<file path="config.mk">
export PLATFORM = sky130hd
export DESIGN_NAME = irq_ack_seq
export DESIGN_NICKNAME = d
export VERILOG_FILES = /design/src/rtl/irq_ack_pkg.sv /design/src/rtl/irq_nmi_latch.sv /design/src/rtl/irq_iff_ctrl.sv /design/src/rtl/irq_seq_fsm.sv /design/src/rtl/irq_ack_seq.sv
export SDC_FILE = /design/constraint.sdc
export NUM_CORES = 1
export LEC_CHECK = 0
export ABC_AREA = 1
export BUFFER_PORTS_ARGS = -buffer_cell sky130_fd_sc_hd__clkbuf_2
export CAP_MARGIN = 10
export CORE_MARGIN = 2
export CORE_UTILIZATION = 36
export CTS_BUF_LIST = sky130_fd_sc_hd__clkbuf_8
export CTS_CLUSTER_DIAMETER = 200
export DETAILED_ROUTE_END_ITERATION = 8
export HOLD_SLACK_MARGIN = 0.02
export PLACE_DENSITY_LB_ADDON = 0.3
export SYNTH_ARGS = -nofsm -noshare
export SYNTH_HDL_FRONTEND = slang
export SYNTH_HIERARCHICAL = 1
export SYNTH_SLANG_ARGS = --single-unit
</file>
<file path="constraint.sdc">
create_clock -name clk -period 1.9 [get_ports clk]
set_input_delay 0.19 -clock clk [delete_from_list [all_inputs] [get_ports clk]]
set_output_delay 0.19 -clock clk [all_outputs]
set_load 0.1 [all_outputs]
</file>
<file path="src/rtl/irq_ack_pkg.sv">
package irq_ack_pkg;

    typedef enum logic [1:0] {
        BUS_NONE   = 2'b00,
        BUS_INTACK = 2'b01,
        BUS_WRITE  = 2'b10,
        BUS_READ   = 2'b11
    } bus_op_e;

    typedef enum logic [2:0] {
        PH_IDLE,
        PH_ACK,
        PH_PUSH_HI,
        PH_PUSH_LO,
        PH_VEC_LO,
        PH_VEC_HI
    } phase_e;

    typedef enum logic [1:0] {
        SRC_NMI,
        SRC_IM0,
        SRC_IM1,
        SRC_IM2
    } src_e;

    typedef struct packed {
        bus_op_e     op;
        logic [15:0] addr;
        logic [7:0]  wdata;
        logic        strobe;
    } bus_cyc_t;

    // Mode select code 11 behaves like the fixed-restart mode.
    function automatic src_e mode_to_src(input logic [1:0] im);
        case (im)
            2'b00:   return SRC_IM0;
            2'b10:   return SRC_IM2;
            default: return SRC_IM1;
        endcase
    endfunction

    // Phase that follows 'p' once its T-states are used up.
    function automatic phase_e next_phase(input src_e s, input phase_e p);
        case (p)
            PH_ACK:     return (s == SRC_IM0) ? PH_IDLE : PH_PUSH_HI;
            PH_PUSH_HI: return PH_PUSH_LO;
            PH_PUSH_LO: return (s == SRC_IM2) ? PH_VEC_LO : PH_IDLE;
            PH_VEC_LO:  return PH_VEC_HI;
            default:    return PH_IDLE;
        endcase
    endfunction

endpackage

</file>
<file path="src/rtl/irq_nmi_latch.sv">
module irq_nmi_latch (
    input  logic clk,
    input  logic rst,
    input  logic nmi_in,
    input  logic take_nmi,
    output logic pending
);
    logic nmi_d;
    logic rise;

    assign rise = nmi_in && !nmi_d;

    always_ff @(posedge clk) begin
        if (rst) begin
            nmi_d   <= 1'b0;
            pending <= 1'b0;
        end else begin
            nmi_d <= nmi_in;
            if (rise)          pending <= 1'b1;
            else if (take_nmi) pending <= 1'b0;
        end
    end

    p_nmi_set_r2: assert property (@(posedge clk) disable iff (rst)
        rise |=> pending);
    p_nmi_clear_r2: assert property (@(posedge clk) disable iff (rst)
        (take_nmi && !rise) |=> !pending);

endmodule

</file>
<file path="src/rtl/irq_iff_ctrl.sv">
module irq_iff_ctrl (
    input  logic clk,
    input  logic rst,
    input  logic ei,
    input  logic di,
    input  logic retn,
    input  logic boundary_idle,
    input  logic take_nmi,
    input  logic take_int,
    output logic iff1,
    output logic iff2,
    output logic int_block
);
    logic inhibit_q;

    always_ff @(posedge clk) begin
        if (rst) begin
            iff1      <= 1'b0;
            iff2      <= 1'b0;
            inhibit_q <= 1'b0;
        end else begin
            if (take_nmi) begin
                iff2 <= iff1;
                iff1 <= 1'b0;
            end else if (take_int || di) begin
                iff1 <= 1'b0;
                iff2 <= 1'b0;
            end else if (ei) begin
                iff1 <= 1'b1;
                iff2 <= 1'b1;
            end else if (retn) begin
                iff1 <= iff2;
            end

            if (boundary_idle) inhibit_q <= 1'b0;
            else if (retn)     inhibit_q <= 1'b1;
        end
    end

    // The strobe itself also blocks, so a return and its boundary may coincide.
    assign int_block = inhibit_q || retn;

    p_iff_nmi_save_r3: assert property (@(posedge clk) disable iff (rst)
        take_nmi |=> (iff2 == $past(iff1)) && !iff1);
    p_iff_int_clear_r5: assert property (@(posedge clk) disable iff (rst)
        take_int |=> !iff1 && !iff2);
    p_iff_ei_r9: assert property (@(posedge clk) disable iff (rst)
        (ei && !di && !take_nmi && !take_int) |=> iff1 && iff2);
    p_iff_di_r9: assert property (@(posedge clk) disable iff (rst)
        di |=> !iff1 && !iff2);

endmodule

</file>
<file path="src/rtl/irq_seq_fsm.sv">
module irq_seq_fsm
    import irq_ack_pkg::*;
#(
    parameter int unsigned T_NMI_ACK  = 5,
    parameter int unsigned T_INT_ACK  = 7,
    parameter int unsigned T_MEM      = 3,
    parameter logic [15:0] NMI_TARGET = 16'h0066,
    parameter logic [15:0] IM1_TARGET = 16'h0038
) (
    input  logic        clk,
    input  logic        rst,
    input  logic        boundary,
    input  logic        nmi_pend,
    input  logic        int_req,
    input  logic        int_ok,
    input  logic [1:0]  im_sel,
    input  logic [7:0]  i_reg,
    input  logic [15:0] pc_in,
    input  logic [15:0] sp_in,
    input  logic [7:0]  data_in,
    output logic        take_nmi,
    output logic        take_int,
    output logic        busy,
    output bus_cyc_t    bus,
    output logic        done,
    output logic [15:0] pc_out,
    output logic [15:0] sp_out,
    output logic [7:0]  opcode_out,
    output logic        opcode_valid
);
    localparam int unsigned TMAX_A = (T_NMI_ACK > T_INT_ACK) ? T_NMI_ACK : T_INT_ACK;
    localparam int unsigned TMAX   = (TMAX_A > T_MEM) ? TMAX_A : T_MEM;
    localparam int unsigned TW     = $clog2(TMAX + 1);
    localparam logic [TW-1:0] TC_NMI = TW'(T_NMI_ACK - 1);
    localparam logic [TW-1:0] TC_INT = TW'(T_INT_ACK - 1);
    localparam logic [TW-1:0] TC_MEM = TW'(T_MEM - 1);

    phase_e        phase_q, phase_nx;
    src_e          src_q;
    logic [TW-1:0] tcnt_q;
    logic [15:0]   pc_q, sp_q;
    logic [7:0]    i_q, vec_q, tlo_q;
    logic          idle;

    assign idle     = (phase_q == PH_IDLE);
    assign busy     = !idle;
    assign take_nmi = idle && boundary && nmi_pend;
    assign take_int = idle && boundary && !nmi_pend && int_req && int_ok;
    assign phase_nx = next_phase(src_q, phase_q);

    always_ff @(posedge clk) begin
        if (rst) begin
            phase_q      <= PH_IDLE;
            src_q        <= SRC_NMI;
            tcnt_q       <= '0;
            pc_q         <= '0;
            sp_q         <= '0;
            i_q          <= '0;
            vec_q        <= '0;
            tlo_q        <= '0;
            done         <= 1'b0;
            pc_out       <= '0;
            sp_out       <= '0;
            opcode_out   <= '0;
            opcode_valid <= 1'b0;
        end else begin
            done         <= 1'b0;
            opcode_valid <= 1'b0;
            if (idle) begin
                if (take_nmi || take_int) begin
                    src_q   <= take_nmi ? SRC_NMI : mode_to_src(im_sel);
                    pc_q    <= pc_in;
                    sp_q    <= sp_in;
                    i_q     <= i_reg;
                    phase_q <= PH_ACK;
                    tcnt_q  <= take_nmi ? TC_NMI : TC_INT;
                end
            end else if (tcnt_q != '0) begin
                tcnt_q <= tcnt_q - TW'(1);
            end else begin
                if (phase_q == PH_ACK)    vec_q <= data_in;
                if (phase_q == PH_VEC_LO) tlo_q <= data_in;
                phase_q <= phase_nx;
                tcnt_q  <= TC_MEM;
                if (phase_nx == PH_IDLE) begin
                    done   <= 1'b1;
                    sp_out <= (src_q == SRC_IM0) ? sp_q : sp_q - 16'd2;
                    case (src_q)
                        SRC_NMI: pc_out <= NMI_TARGET;
                        SRC_IM1: pc_out <= IM1_TARGET;
                        SRC_IM2: pc_out <= {data_in, tlo_q};
                        default: begin
                            pc_out       <= pc_q;
                            opcode_out   <= data_in;
                            opcode_valid <= 1'b1;
                        end
                    endcase
                end
            end
        end
    end

    always_comb begin
        bus.op    = BUS_NONE;
        bus.addr  = '0;
        bus.wdata = '0;
        case (phase_q)
            PH_ACK: begin
                if (src_q != SRC_NMI) begin
                    bus.op   = BUS_INTACK;
                    bus.addr = pc_q;
                end
            end
            PH_PUSH_HI: begin
                bus.op    = BUS_WRITE;
                bus.addr  = sp_q - 16'd1;
                bus.wdata = pc_q[15:8];
            end
            PH_PUSH_LO: begin
                bus.op    = BUS_WRITE;
                bus.addr  = sp_q - 16'd2;
                bus.wdata = pc_q[7:0];
            end
            PH_VEC_LO: begin
                bus.op   = BUS_READ;
                bus.addr = {i_q, vec_q[7:1], 1'b0};
            end
            PH_VEC_HI: begin
                bus.op   = BUS_READ;
                bus.addr = {i_q, vec_q[7:1], 1'b1};
            end
            default: ;
        endcase
        bus.strobe = (bus.op != BUS_NONE) && (tcnt_q == '0);
    end

    p_phase_hold_r3: assert property (@(posedge clk) disable iff (rst)
        (!idle && tcnt_q != '0) |=> (phase_q == $past(phase_q)));
    p_push_order_r4: assert property (@(posedge clk) disable iff (rst)
        (phase_q == PH_PUSH_HI && tcnt_q == '0) |=> (phase_q == PH_PUSH_LO));
    p_done_pulse_r3: assert property (@(posedge clk) disable iff (rst)
        done |=> !done);
    p_vec_order_r6: assert property (@(posedge clk) disable iff (rst)
        (phase_q == PH_VEC_LO && tcnt_q == '0) |=> (phase_q == PH_VEC_HI));

endmodule

</file>
<file path="src/rtl/irq_ack_seq.sv">
module irq_ack_seq
    import irq_ack_pkg::*;
#(
    parameter int unsigned T_NMI_ACK  = 5,
    parameter int unsigned T_INT_ACK  = 7,
    parameter int unsigned T_MEM      = 3,
    parameter logic [15:0] NMI_TARGET = 16'h0066,
    parameter logic [15:0] IM1_TARGET = 16'h0038
) (
    input  logic        clk,
    input  logic        rst,
    input  logic        nmi,
    input  logic        int_req,
    input  logic        boundary,
    input  logic        ei,
    input  logic        di,
    input  logic        retn,
    input  logic [1:0]  im_sel,
    input  logic [7:0]  i_reg,
    input  logic [15:0] pc_in,
    input  logic [15:0] sp_in,
    input  logic [7:0]  data_in,
    output logic        busy,
    output logic [1:0]  bus_op,
    output logic [15:0] bus_addr,
    output logic [7:0]  bus_wdata,
    output logic        bus_strobe,
    output logic        done,
    output logic [15:0] pc_out,
    output logic [15:0] sp_out,
    output logic [7:0]  opcode_out,
    output logic        opcode_valid,
    output logic        iff1,
    output logic        iff2
);
    logic     nmi_pend, take_nmi, take_int, int_block;
    bus_cyc_t bus;

    irq_nmi_latch u_nmi (
        .clk      (clk),
        .rst      (rst),
        .nmi_in   (nmi),
        .take_nmi (take_nmi),
        .pending  (nmi_pend)
    );

    irq_iff_ctrl u_iff (
        .clk           (clk),
        .rst           (rst),
        .ei            (ei),
        .di            (di),
        .retn          (retn),
        .boundary_idle (boundary && !busy),
        .take_nmi      (take_nmi),
        .take_int      (take_int),
        .iff1          (iff1),
        .iff2          (iff2),
        .int_block     (int_block)
    );

    irq_seq_fsm #(
        .T_NMI_ACK  (T_NMI_ACK),
        .T_INT_ACK  (T_INT_ACK),
        .T_MEM      (T_MEM),
        .NMI_TARGET (NMI_TARGET),
        .IM1_TARGET (IM1_TARGET)
    ) u_fsm (
        .clk          (clk),
        .rst          (rst),
        .boundary     (boundary),
        .nmi_pend     (nmi_pend),
        .int_req      (int_req),
        .int_ok       (iff1 && !int_block),
        .im_sel       (im_sel),
        .i_reg        (i_reg),
        .pc_in        (pc_in),
        .sp_in        (sp_in),
        .data_in      (data_in),
        .take_nmi     (take_nmi),
        .take_int     (take_int),
        .busy         (busy),
        .bus          (bus),
        .done         (done),
        .pc_out       (pc_out),
        .sp_out       (sp_out),
        .opcode_out   (opcode_out),
        .opcode_valid (opcode_valid)
    );

    assign bus_op     = bus.op;
    assign bus_addr   = bus.addr;
    assign bus_wdata  = bus.wdata;
    assign bus_strobe = bus.strobe;

    p_int_needs_iff1_r8: assert property (@(posedge clk) disable iff (rst)
        take_int |-> iff1);
    p_busy_no_take_r8: assert property (@(posedge clk) disable iff (rst)
        busy |-> !take_nmi && !take_int);
    p_retn_blocks_r10: assert property (@(posedge clk) disable iff (rst)
        (retn && boundary) |-> !take_int);

endmodule

</file>
# == Word level (Yosys, flattened, before mapping) ==
# Index checks and enable logic that the tools add are counted.
# totals
reg_bits,111
latchBits,0
ramBits,0
romBits,0
wordCells,99
mem_count,0
# op_classes
addsub,3
mul,0
div,0
order_cmp,0
n_eq_ne,11
shifts,0
muxes,26
bitwise_logic,4
n_reduce_logical,37
# op_table
operator,count
$pmux W18 S5,1
$pmux W16 S3,1
$mux W3,7
$mux W17,1
$mux W16,1
$pmux W8 S2,1
$sub A16 B1 Y16 const B,1
$sub A16 B2 Y16 const B,1
$pmux W3 S4,1
$logic_not A3 Y1,3
$mux W1,9
$reduce_and A3 Y1,3
$reduce_or A3 Y1,3
$logic_and A1 B1 Y1,8
$reduce_bool A2 Y1,4
$eq A2 B2 Y1 const B,3
$eq A3 B2 Y1 const B,2
$eq A3 B3 Y1 const B,2
$mux W2,3
$reduce_bool A3 Y1,2
$logic_not A1 Y1,4
$logic_not A2 Y1,2
$not A1 Y1,4
$pmux W2 S2,1
other kinds (10),13

# == Depth between registers and ports, before layout ==
# Gate-level depths: netlist (run 1).
# logic_depth
depth_word,8
depth_mapped,11
ltp_nobuf,11

# == Cells and area by module ==
# Netlist (run 1), hierarchy kept.
# modules_own_cells
module,instances,cells_per_inst,area_each_um2,seq_area_each_um2
irq_seq_fsm,1,779,5178.7,2102.0
irq_iff_ctrl,1,21,143.9,60.1
irq_nmi_latch,1,10,77.6,40.0
irq_ack_seq,1,4,20.0,0.0

# == Worst setup path before layout (run 1) ==
# OpenSTA, ideal clock, no wires.
# synth_path
path_type,reg2out
from,register u_fsm.phase_q[1]
to,output port bus_wdata[1]
arrival_ns,2.963
slack_ns,-1.253
path_stages_with_launch,6
n_path_buf,1
path_cell_list,dfxtp_1 -> nand2_2 -> inv_2 -> nand2_2 -> clkbuf_1 -> o21ai_0
# synth_via
elab_chain_cells,2
word_cells_on_any_way,3
# synth_rtl
item,line_no,source
start: declaration,irq_seq_fsm.sv:38,"phase_e phase_q, phase_nx;"
start signal: assignment,irq_seq_fsm.sv:83,phase_q <= phase_nx;
$eq A3 B2 Y1,irq_seq_fsm.sv:107,case (phase_q)
$pmux W8 S2 *,irq_seq_fsm.sv:107,
end: declaration,irq_ack_seq.sv:26,"output logic [7:0] bus_wdata,"
# Mark *: on every way between the ends. The rest lies on a longest branch, timed or not.

# == Worst setup path in the final report (run 1) ==
# layout_path
from,register u_fsm.sp_q[3]
to,output port bus_addr[7]
# layout_via
elab_chain_cells,2
word_cells_on_any_way,3
# layout_rtl
item,line_no,source
start: declaration,irq_seq_fsm.sv:41,"logic [15:0] pc_q, sp_q;"
start signal: assignment,irq_seq_fsm.sv:73,sp_q <= sp_in;
$sub A16 B2 Y16 or $sub A16 B1 Y16 (tied branches),"irq_seq_fsm.sv:121, irq_seq_fsm.sv:116",
$pmux W18 S5 *,irq_seq_fsm.sv:107,
end: declaration,irq_ack_seq.sv:25,"output logic [15:0] bus_addr,"
# Marks and branches as above.

==> results of run 1 <==
final timing paths:
| path | end | slack [ps] | cells after the start |
|---|---|---|---|
| setup / recovery | bus_addr[7] | -250 | 7 |
| hold / removal | u_fsm/opcode_out[3]$_SDFFE_PP0P_ | 40 | 3 |
| hold reg to reg | u_fsm/pc_out[14]$_SDFFE_PP0P_ | 470 | 2 |
| setup reg to reg | u_fsm/pc_q[4]$_SDFFE_PP0P_ | 110 | 8 |
cells in the mapped netlist, drive strengths merged:
cell / count
ha: 5
nand2: 156
nand3: 54
nor2: 127
xnor2: 1
o211ai: 9
a21oi: 69
inv: 98
a31oi: 1
nor3: 1
nand4: 4
buf: 10
a32oi: 1
clkbuf: 28
dfxtp: 110
o22ai: 14
or2: 1
a22oi: 11
nand3b: 1
xor2: 3
o21ai: 106
a221oi: 2
o2111ai: 2
final cells by class:
| class | count | area (µm²) |
|---|---|---|
| Fill cell | 1401 | 6370 |
| Multi-Input combinational cell | 569 | 3330 |
| Sequential cell | 110 | 2240 |
| Timing Repair Buffer | 212 | 1880 |
| Inverter | 98 | 407 |
| Tap cell | 184 | 230 |
| Clock buffer | 9 | 124 |
| Clock inverter | 7 | 52.6 |
| Timing Repair inverter | 1 | 11.3 |
sequential cells by signal, indices dropped and copies added (netlist names):
name,cells
u_fsm/phase_q,3
u_fsm/done,1
u_fsm/pc_out,16
u_fsm/pc_q,16
u_iff/iff1,1
u_fsm/vec_q,7
u_fsm/sp_q,16
u_iff/inhibit_q,1
u_fsm/tlo_q,8
u_fsm/i_q,8
u_fsm/opcode_valid,1
u_iff/iff2,1
u_fsm/src_q,2
u_fsm/sp_out,16
u_nmi/pending,1
u_nmi/nmi_d,1
u_fsm/opcode_out,8
u_fsm/tcnt_q,3
tightest hold or removal path: stages:
cell and delay (ps):
clkbuf_2 100, nor2_1 40, nor2_1 80
kinds of logic after synthesis:
kind of cell | Yosys count
simple gates | 344
buf+inv | 136
compound gates | 215
flops | 110
xor+xnor | 4
fa+ha+maj | 5
power by group through the flow:
stage,combinational (mW),sequential (mW),clock [mW]
finish,8.05,3.13,1.37
global route,8.53,3.17,1.51
CTS,7.36,3.09,1.40
detailed placement,6.58,3.10,0
global placement,6.56,3.11,0
floorplan,3.71,3.97,0
per-stage QoR:
stage | instance area, µm² | std cells | setup WS [ps]
floorplan | 5580 | 814 | -692
finish | 8280 | 1190 | -247
CTS | 7810 | 1165 | -213
global placement | 6980 | 1118 | 11.2
global route | 8280 | 1190 | -341
detailed placement | 6980 | 1118 | 32.4
metal layers:
metal,vias to the layer above,share of wire
met2,260,0.47
met1,2893,0.44
met3,31,0.065
met4,0,0.021
li1,3050,-
met5,-,0
timing repair:
| item | 4_1_cts | 5_1_grt |
|---|---|---|
| buffers inserted | 25 | 24 |
| pin swaps | 40 | 40 |
| setup endpoints to repair | 27 | 39 |
| hold endpoints to repair | 5 | 2 |
| resized for setup | 109 | 70 |
| gates cloned | 2 | 0 |
| hold buffers | 4 | 2 |
==> impl_metrics.ini, run 1 <==
[status]
status = finished, violations left
violations = setup timing

[finish]
finish.utilization = 0.565
drive_gt1_frac = 0.356
mostFrequentLayoutCell = nand2_1
antennaDiodeCount = 0
mostFrequentLayoutCells = nand2_1 (130), nor2_1 (102), clkbuf_2 (101)
area_growth_pct = 52.7
layout.nets = 1064

[clocking]
clk_latency_ps = 400
cts_tree = yes
clk_pin_slew_ps = 120
cts_buffers = 9
cts_sinks = 110
cts_root_buf = clkbuf_8
h-tree-depth = 3
clk_path_buf_depth = 2

[power_and_ir_drop]
p_total_mw = 12.5
p_seq_frac = 0.249
p_clk_frac = 0.109
swShare = 0.526
combPwrFrac = 0.642
intPower_mw = 5.95
p_leak_nw = 3.69
vdd_drop_max_mv = 0.758
power.switching_mw = 6.60
powerDensity_nw_per_um2 = 1520

[floorplanning]
pin_count = 130
fp.dieW_um = 127
die_h_um = 127
initial_utilization = 0.370
core_um2 = 14600
die_area_um2 = 16100
fp-row-count = 44

[timing]
holdWs_ps = 36.8
tns_ps = -2920
worst_slack_ps = -247
final_max_slew_viol_count = 0
fin_worst_skew_ps = 13.7
timing.final.crit_share = 1.13
max_freq_ghz = 0.466
hold_viol = 0
finalCriticalPeriod_ps = 2150
setup_viol = 21
rsz0062_at_grt = yes
slew_headroom = 0.634
tightest_slew_ps = 548

[setup_path]
slowest_delay_ps = 390
worst-endpoint-required_ps = 1710
path_delay_family = compound AO/OA/AOI/OAI gates
path_class = flip-flop to primary output
critPathCaptureType = primary output
critical_path.startpoint = u_fsm/sp_q[3]$_SDFFE_PP0P_
crit_chain = buf_12, nor2_4, nand2_8, o21ai_2, nand2_1, o211ai_1, clkbuf_16
cp_max_fo = 5
r2r_start = u_fsm/phase_q[1]$_SDFFE_PP0P_
critPathSlowestCell = dfxtp_4
cp.arrival_ps = 1960
cp-start-kind = flip-flop
critPathBufInv = 2

[synthesis]
synth_top_family_by_area = simple AND/OR/NAND/NOR gates
synth_mux_area_frac = 0
yosysTopAreaCell = dfxtp_1
syn_area_per_cell_um2 = 6.66
yosys.cell_types.count = 32
syn_nets = 877
ys_warn_count = 6
synth_compound_area_frac = 0.215
syn-cell-area_um2 = 5420
yosysSeqAreaShare = 0.406
synthXorXnorAreaFrac = 0.00646
synth_area_leaders = dfxtp_1 (41%), nand2_1 (11%), o21ai_0 (9.1%)
ys_ff_latch = 110
synth_top_area_share = 0.406
synth-simple-area-share = 0.263
syn_inst = 814
yosys.area_share.adder = 0.0115

[place]
globalplace.congestion = 0.898
portBuffers = 129
dpl.hpwl_mm = 13.4

[grt]
antenna_found_initial = 0
grt_max_degree = 47
use_met2 = 0.368
grt_util_met1 = 0.320
grtUsageTotal = 0.232
grt_pass1_wl_mm = 29.4
grt_overflow = 0
grt_pass1_vias = 5624
use_met3 = 0.0540
grt.busiest_layer = met2

[detailed_routing]
ant_nets = 0
vias = 6234
dr.pass1.iters = 5
drcViolationCount = 0
initialDrtViolationCount = 606
wl_mm = 19.5
viasPerCell = 5.24
wire_per_inst_um = 16.3

[job]
maxCapViolations = 0

[hold_path]
holdCritStartpoint = data_in[3]
hold_path.class = input pin to flip-flop
Power figures use the tool's default switching activity.
==> run 2, diff against run 1 <==
==> constraint.sdc (replaced) <==
create_clock -name clk -period 1.9 [get_ports clk]
set_input_delay 0.285 -clock clk [delete_from_list [all_inputs] [get_ports clk]]
set_output_delay 0.285 -clock clk [all_outputs]
set_load 0.1 [all_outputs]
==> run 2 against run 1 <==
The flow still finishes with violations (setup timing). Die area is the same. Clock skew is 3.6 ps higher. Sequential power about the same. Critical endpoint is now bus_addr[12].
==> impl_metrics.ini, run 2 (same netlist as run 1, synthesis figures left out) <==
[job]
maxCapViolations = 0

[finish]
mostFrequentLayoutCells = nand2_1 (124), clkbuf_2 (101), nor2_1 (99)
finish.utilization = 0.566
final_cells = 1185
area_growth_pct = 52.8
drive_gt1_frac = 0.365
layout.nets = 1059
antennaDiodeCount = 0
mostFrequentLayoutCell = nand2_1

[timing]
slew_headroom = 0.634
rsz0062_at_grt = yes
timing.final.crit_share = 1.19
tightest_slew_ps = 551
worst_slack_ps = -359
final_max_slew_viol_count = 0
max_freq_ghz = 0.443
hold_viol = 0
finalCriticalPeriod_ps = 2260
setup_viol = 26
fin_worst_skew_ps = 17.3

[detailed_routing]
drcViolationCount = 0
initialDrtViolationCount = 506
vias = 6235
wl_met3_mm = 1.39
viasPerCell = 5.26
dr.pass1.iters = 6
met1Wirelength_mm = 8.74
met2WireLength_mm = 9.36
routed.top_layer = met4
wl_mm = 19.9
ant_nets = 0
wire_per_inst_um = 16.8

[setup_path]
crit_cells = 8
cp_max_fo = 4
cp-start-kind = flip-flop
worstRegToRegCells = 10
critPathBufInv = 3
cp.arrival_ps = 1970
critical_path.startpoint = u_fsm/sp_q[3]$_SDFFE_PP0P_
reg2reg_setup_slack_ps = 20
critPathCaptureType = primary output
cpMostUsedCell = nand3_1
slowest_delay_ps = 390
crit_chain = nor2_4, nand2_4, buf_4, inv_1, nand3_1, nand3_1, nand4_1, buf_12
path_class = flip-flop to primary output
critPathSlowestCell = dfxtp_4
worst-endpoint-required_ps = 1620
r2r_start = u_fsm/phase_q[1]$_SDFFE_PP0P_
path_delay_family = simple AND/OR/NAND/NOR gates

[status]
violations = setup timing
status = finished, violations left

[grt]
grt_overflow = 0
grt_max_degree = 88
grtUsageTotal = 0.227
antenna_found_initial = 0
grt_pass1_wl_mm = 28.8
grt_pass1_vias = 5544

[floorplanning]
fp.dieW_um = 127
die_h_um = 127
fp-row-count = 44
pin_count = 130
die_area_um2 = 16100
core_um2 = 14600
initial_utilization = 0.370

[clocking]
cts_hold_buf = 0
h-tree-depth = 3
cts_root_buf = clkbuf_8
clk_pin_slew_ps = 120
cts_sinks = 110
cts_buffers = 9
cts_tree = yes
clk_latency_ps = 410
clk_path_buf_depth = 2

[power_and_ir_drop]
swShare = 0.532
p_clk_frac = 0.110
powerDensity_nw_per_um2 = 1520
combPwrFrac = 0.641
p_seq_frac = 0.249
vdd_drop_max_mv = 1.72
power.switching_mw = 6.70
intPower_mw = 5.89
p_leak_nw = 3.73

[place]
pre_cts_ws_ps = 28.2
placed_cells = 1127
dpl.hpwl_mm = 13.1
globalplace.congestion = 0.919
portBuffers = 129

[hold_path]
whs_path_depth = 3
holdCritStartpoint = nmi
hold_path.class = input pin to flip-flop
## run 2: cell type report
cell class | instances | area, µm²
clock buffers | 9 | 124
clock inverters | 7 | 57.6
fillers | 1340 | 6360
inverters | 98 | 420
multi-input cells | 570 | 3420
flip-flops and latches | 110 | 2230
well taps | 184 | 230
repair buffers | 206 | 1790
repair inverters | 1 | 11.3
## run 2: path summary, 6_finish.rpt
path	end
setup / recovery	bus_addr[12]
setup reg to reg	u_fsm/phase_q[2]$_SDFFE_PP0P_
hold reg to reg	u_fsm/pc_out[11]$_SDFFE_PP0P_
hold / removal	u_nmi/nmi_d$_SDFF_PP0_
## run 2: power by group through the flow
stage	Combinational (mW)	Clock, mW	Sequential (mW)
CTS	7.18	1.41	3.09
detailed placement	6.55	0	3.09
finish	8.07	1.39	3.13
global route	8.55	1.51	3.17
floorplan	3.72	0	3.97
global placement	6.52	0	3.09
## run 2: what timing repair did
| action | CTS | global route |
|---|---|---|
| endpoints found under the hold margin | 0 | 0 |
| resized for setup | 110 | 94 |
| buffers inserted | 16 | 26 |
| endpoints found under the setup margin | 26 | 75 |
| pin swaps | 23 | 34 |
| gates cloned | 1 | 2 |
## run 2: stage by stage
stage	hold slack, ps	instance area [µm²]	TNS, ps	total power, mW
2_1_floorplan	356	5580	-11040	7.68
3_3_place_gp	452	7010	0	9.61
3_5_place_dp	455	7010	0	9.65
4_1_cts	86.0	7760	-4340	11.7
5_1_grt	99.1	8280	-7310	13.2
6_report	94.6	8280	-5170	12.6
## run 2: tightest hold or removal path: cells and delay by family
family	cells	cell delay (ps)
buffers and inverters	2	150
and+or+nand+nor	1	30
## run 2: layer usage
layer / track usage / vias to the layer above
met4: 0.0659 / 0
li1: - / 3039
met3: 0.0565 / 35
met2: 0.353 / 277
met1: 0.312 / 2884
met5: 0 / -
==> run 3, diff against run 2 <==
Settings changed: CAP_MARGIN 10 to unset, REMOVE_ABC_BUFFERS set to 1.
==> run 3 against run 2 <==
The flow still finishes with violations (setup timing). Cell count rose by 2.4%. Maximum frequency rose by 1.9%. Critical path depth rose by 3. Routed wire length rose by 1.6%. Utilization rose by 3.2 points. Critical path type unchanged.
==> impl_metrics.ini, run 3 (same netlist as run 1, synthesis figures left out) <==
[hold_path]
hold_path.class = input pin to flip-flop

[detailed_routing]
ant_nets = 0
wl_mm = 20.2
initialDrtViolationCount = 524
drcViolationCount = 0
viasPerCell = 5.28
vias = 6408
dr.pass1.iters = 6
wire_per_inst_um = 16.6

[power_and_ir_drop]
vdd_drop_max_mv = 0.740
p_leak_nw = 3.92
powerDensity_nw_per_um2 = 1560

[timing]
hold_viol = 0
slew_headroom = 0.634
rsz0062_at_grt = yes
tightest_slew_ps = 552
worst_slack_ps = -317
finalCriticalPeriod_ps = 2220
final_max_slew_viol_count = 0
max_freq_ghz = 0.451
fin_worst_skew_ps = 13.8
timing.final.crit_share = 1.17
setup_viol = 39

[finish]
drive_gt1_frac = 0.408
regArea_um2 = 2240
area_growth_pct = 61.4
fill_cells = 1268
multi_input_area_um2 = 3410
mostFrequentLayoutCells = nand2_1 (121), clkbuf_2 (101), dfxtp_1 (97)
mostFrequentLayoutCell = nand2_1
layout.nets = 1087
final_cells = 1213
antennaDiodeCount = 0

[grt]
grt_max_degree = 47
grtUsageTotal = 0.231
antenna_found_initial = 0
grt_pass1_wl_mm = 29.3
grt_pass1_vias = 5781
grt_overflow = 0

[floorplanning]
fp.dieW_um = 127
pin_count = 130
die_h_um = 127
die_area_um2 = 16100
initial_utilization = 0.370
core_um2 = 14600
fp-row-count = 44

[clocking]
cts_tree = yes
cts_sinks = 110
clk_pin_slew_ps = 110
cts_buffers = 9
h-tree-depth = 3
cts_hold_buf = 0
clk_latency_ps = 400
cts_root_buf = clkbuf_8
clk_path_buf_depth = 2

[place]
globalplace.congestion = 0.871
placed_cells = 1150
dpl.hpwl_mm = 12.9
portBuffers = 129
pre_cts_ws_ps = -41.6

[status]
violations = setup timing
status = finished, violations left

[setup_path]
cp.arrival_ps = 1930
reg2reg_setup_slack_ps = -90
cp_max_fo = 4
critPathCaptureType = primary output
cp-start-kind = flip-flop
worst-endpoint-required_ps = 1620
path_class = flip-flop to primary output

[job]
maxCapViolations = 0
[run 3: cell types whose count changed in the layout (fill, tap and decap cells not counted), moves of 6 or more]
cell,change
nand2_2,+7
a21oi_1,-8
nor2_1,-9
o21ai_2,+6
a21oi_2,+8
buf_12,+11
nor2_2,+6
buf_4,+11
[run 3: repair_timing]
action	in CTS	in global routing
setup buffers	31	21
gates cloned	1	5
pin swaps	36	53
gates resized for setup	131	141
setup endpoints to repair	27	66
[run 3: critical path: stages, from the launching register on]
cell and delay (ps):
dfxtp_4 410, inv_4 60, ha_4 160, buf_6 120, nand2_4 80, inv_4 50, nand2_4 70, inv_4 40
nand3_1 70, nand3_1 70, o211ai_1 150, clkbuf_16 260
[run 3: stage by stage]
step                      setup TNS, ps  hold slack, ps  area, µm²   util  power, mW
after global routing              -9190            95.9       8750  0.597       14.3
final                             -6600            84.7       8750  0.597       13.7
after floorplan                  -59820             354       5260      -       7.41
after CTS                         -4770            71.7       8020  0.548       12.2
after global placement            -26.9             452       7150  0.488       9.72
after detailed placement          -71.2             456       7150  0.488       9.77
[run 3: routing by layer]
layer  routed length, µm  vias to the layer above  global-route usage  part of all wire
met5                   0                        -                   0                 0
met4                 613                        0              0.0802             0.030
met3                1620                       54              0.0607             0.080
met2                9750                      290               0.390              0.48
met1                8190                     2972               0.288              0.41
li1                    -                     3092                   -                 -
[run 3: cell type report]
| class | instances | area share |
|---|---|---|
| flip-flops and latches | 110 | 0.256 |
| inverters | 98 | 0.0460 |
| multi-input cells | 568 | 0.389 |
| repair buffers | 237 | 0.260 |
| clock buffers | 9 | 0.0142 |
| clock inverters | 7 | 0.00829 |
| well taps | 184 | 0.0263 |
[run 3: path summary, 6_finish.rpt]
| kind | from | to | cells after the start |
|---|---|---|---|
| max | u_fsm/sp_q[2]$_SDFFE_PP0P_ | bus_addr[9] | 11 |
| min | nmi | u_nmi/nmi_d$_SDFF_PP0_ | 3 |
| max reg2reg | u_fsm/phase_q[1]$_SDFFE_PP0P_ | u_fsm/pc_out[14]$_SDFFE_PP0P_ | 14 |
| min reg2reg | u_fsm/sp_out[5]$_SDFFE_PP0P_ | u_fsm/sp_out[5]$_SDFFE_PP0P_ | 2 |
[run 3: power by group]
| group | internal, mW | total (mW) | switching (mW) |
|---|---|---|---|
| registers | 2.75 | 3.13 | 0.377 |
| logic | 3.41 | 9.06 | 5.65 |
| clock network | 0.618 | 1.48 | 0.866 |
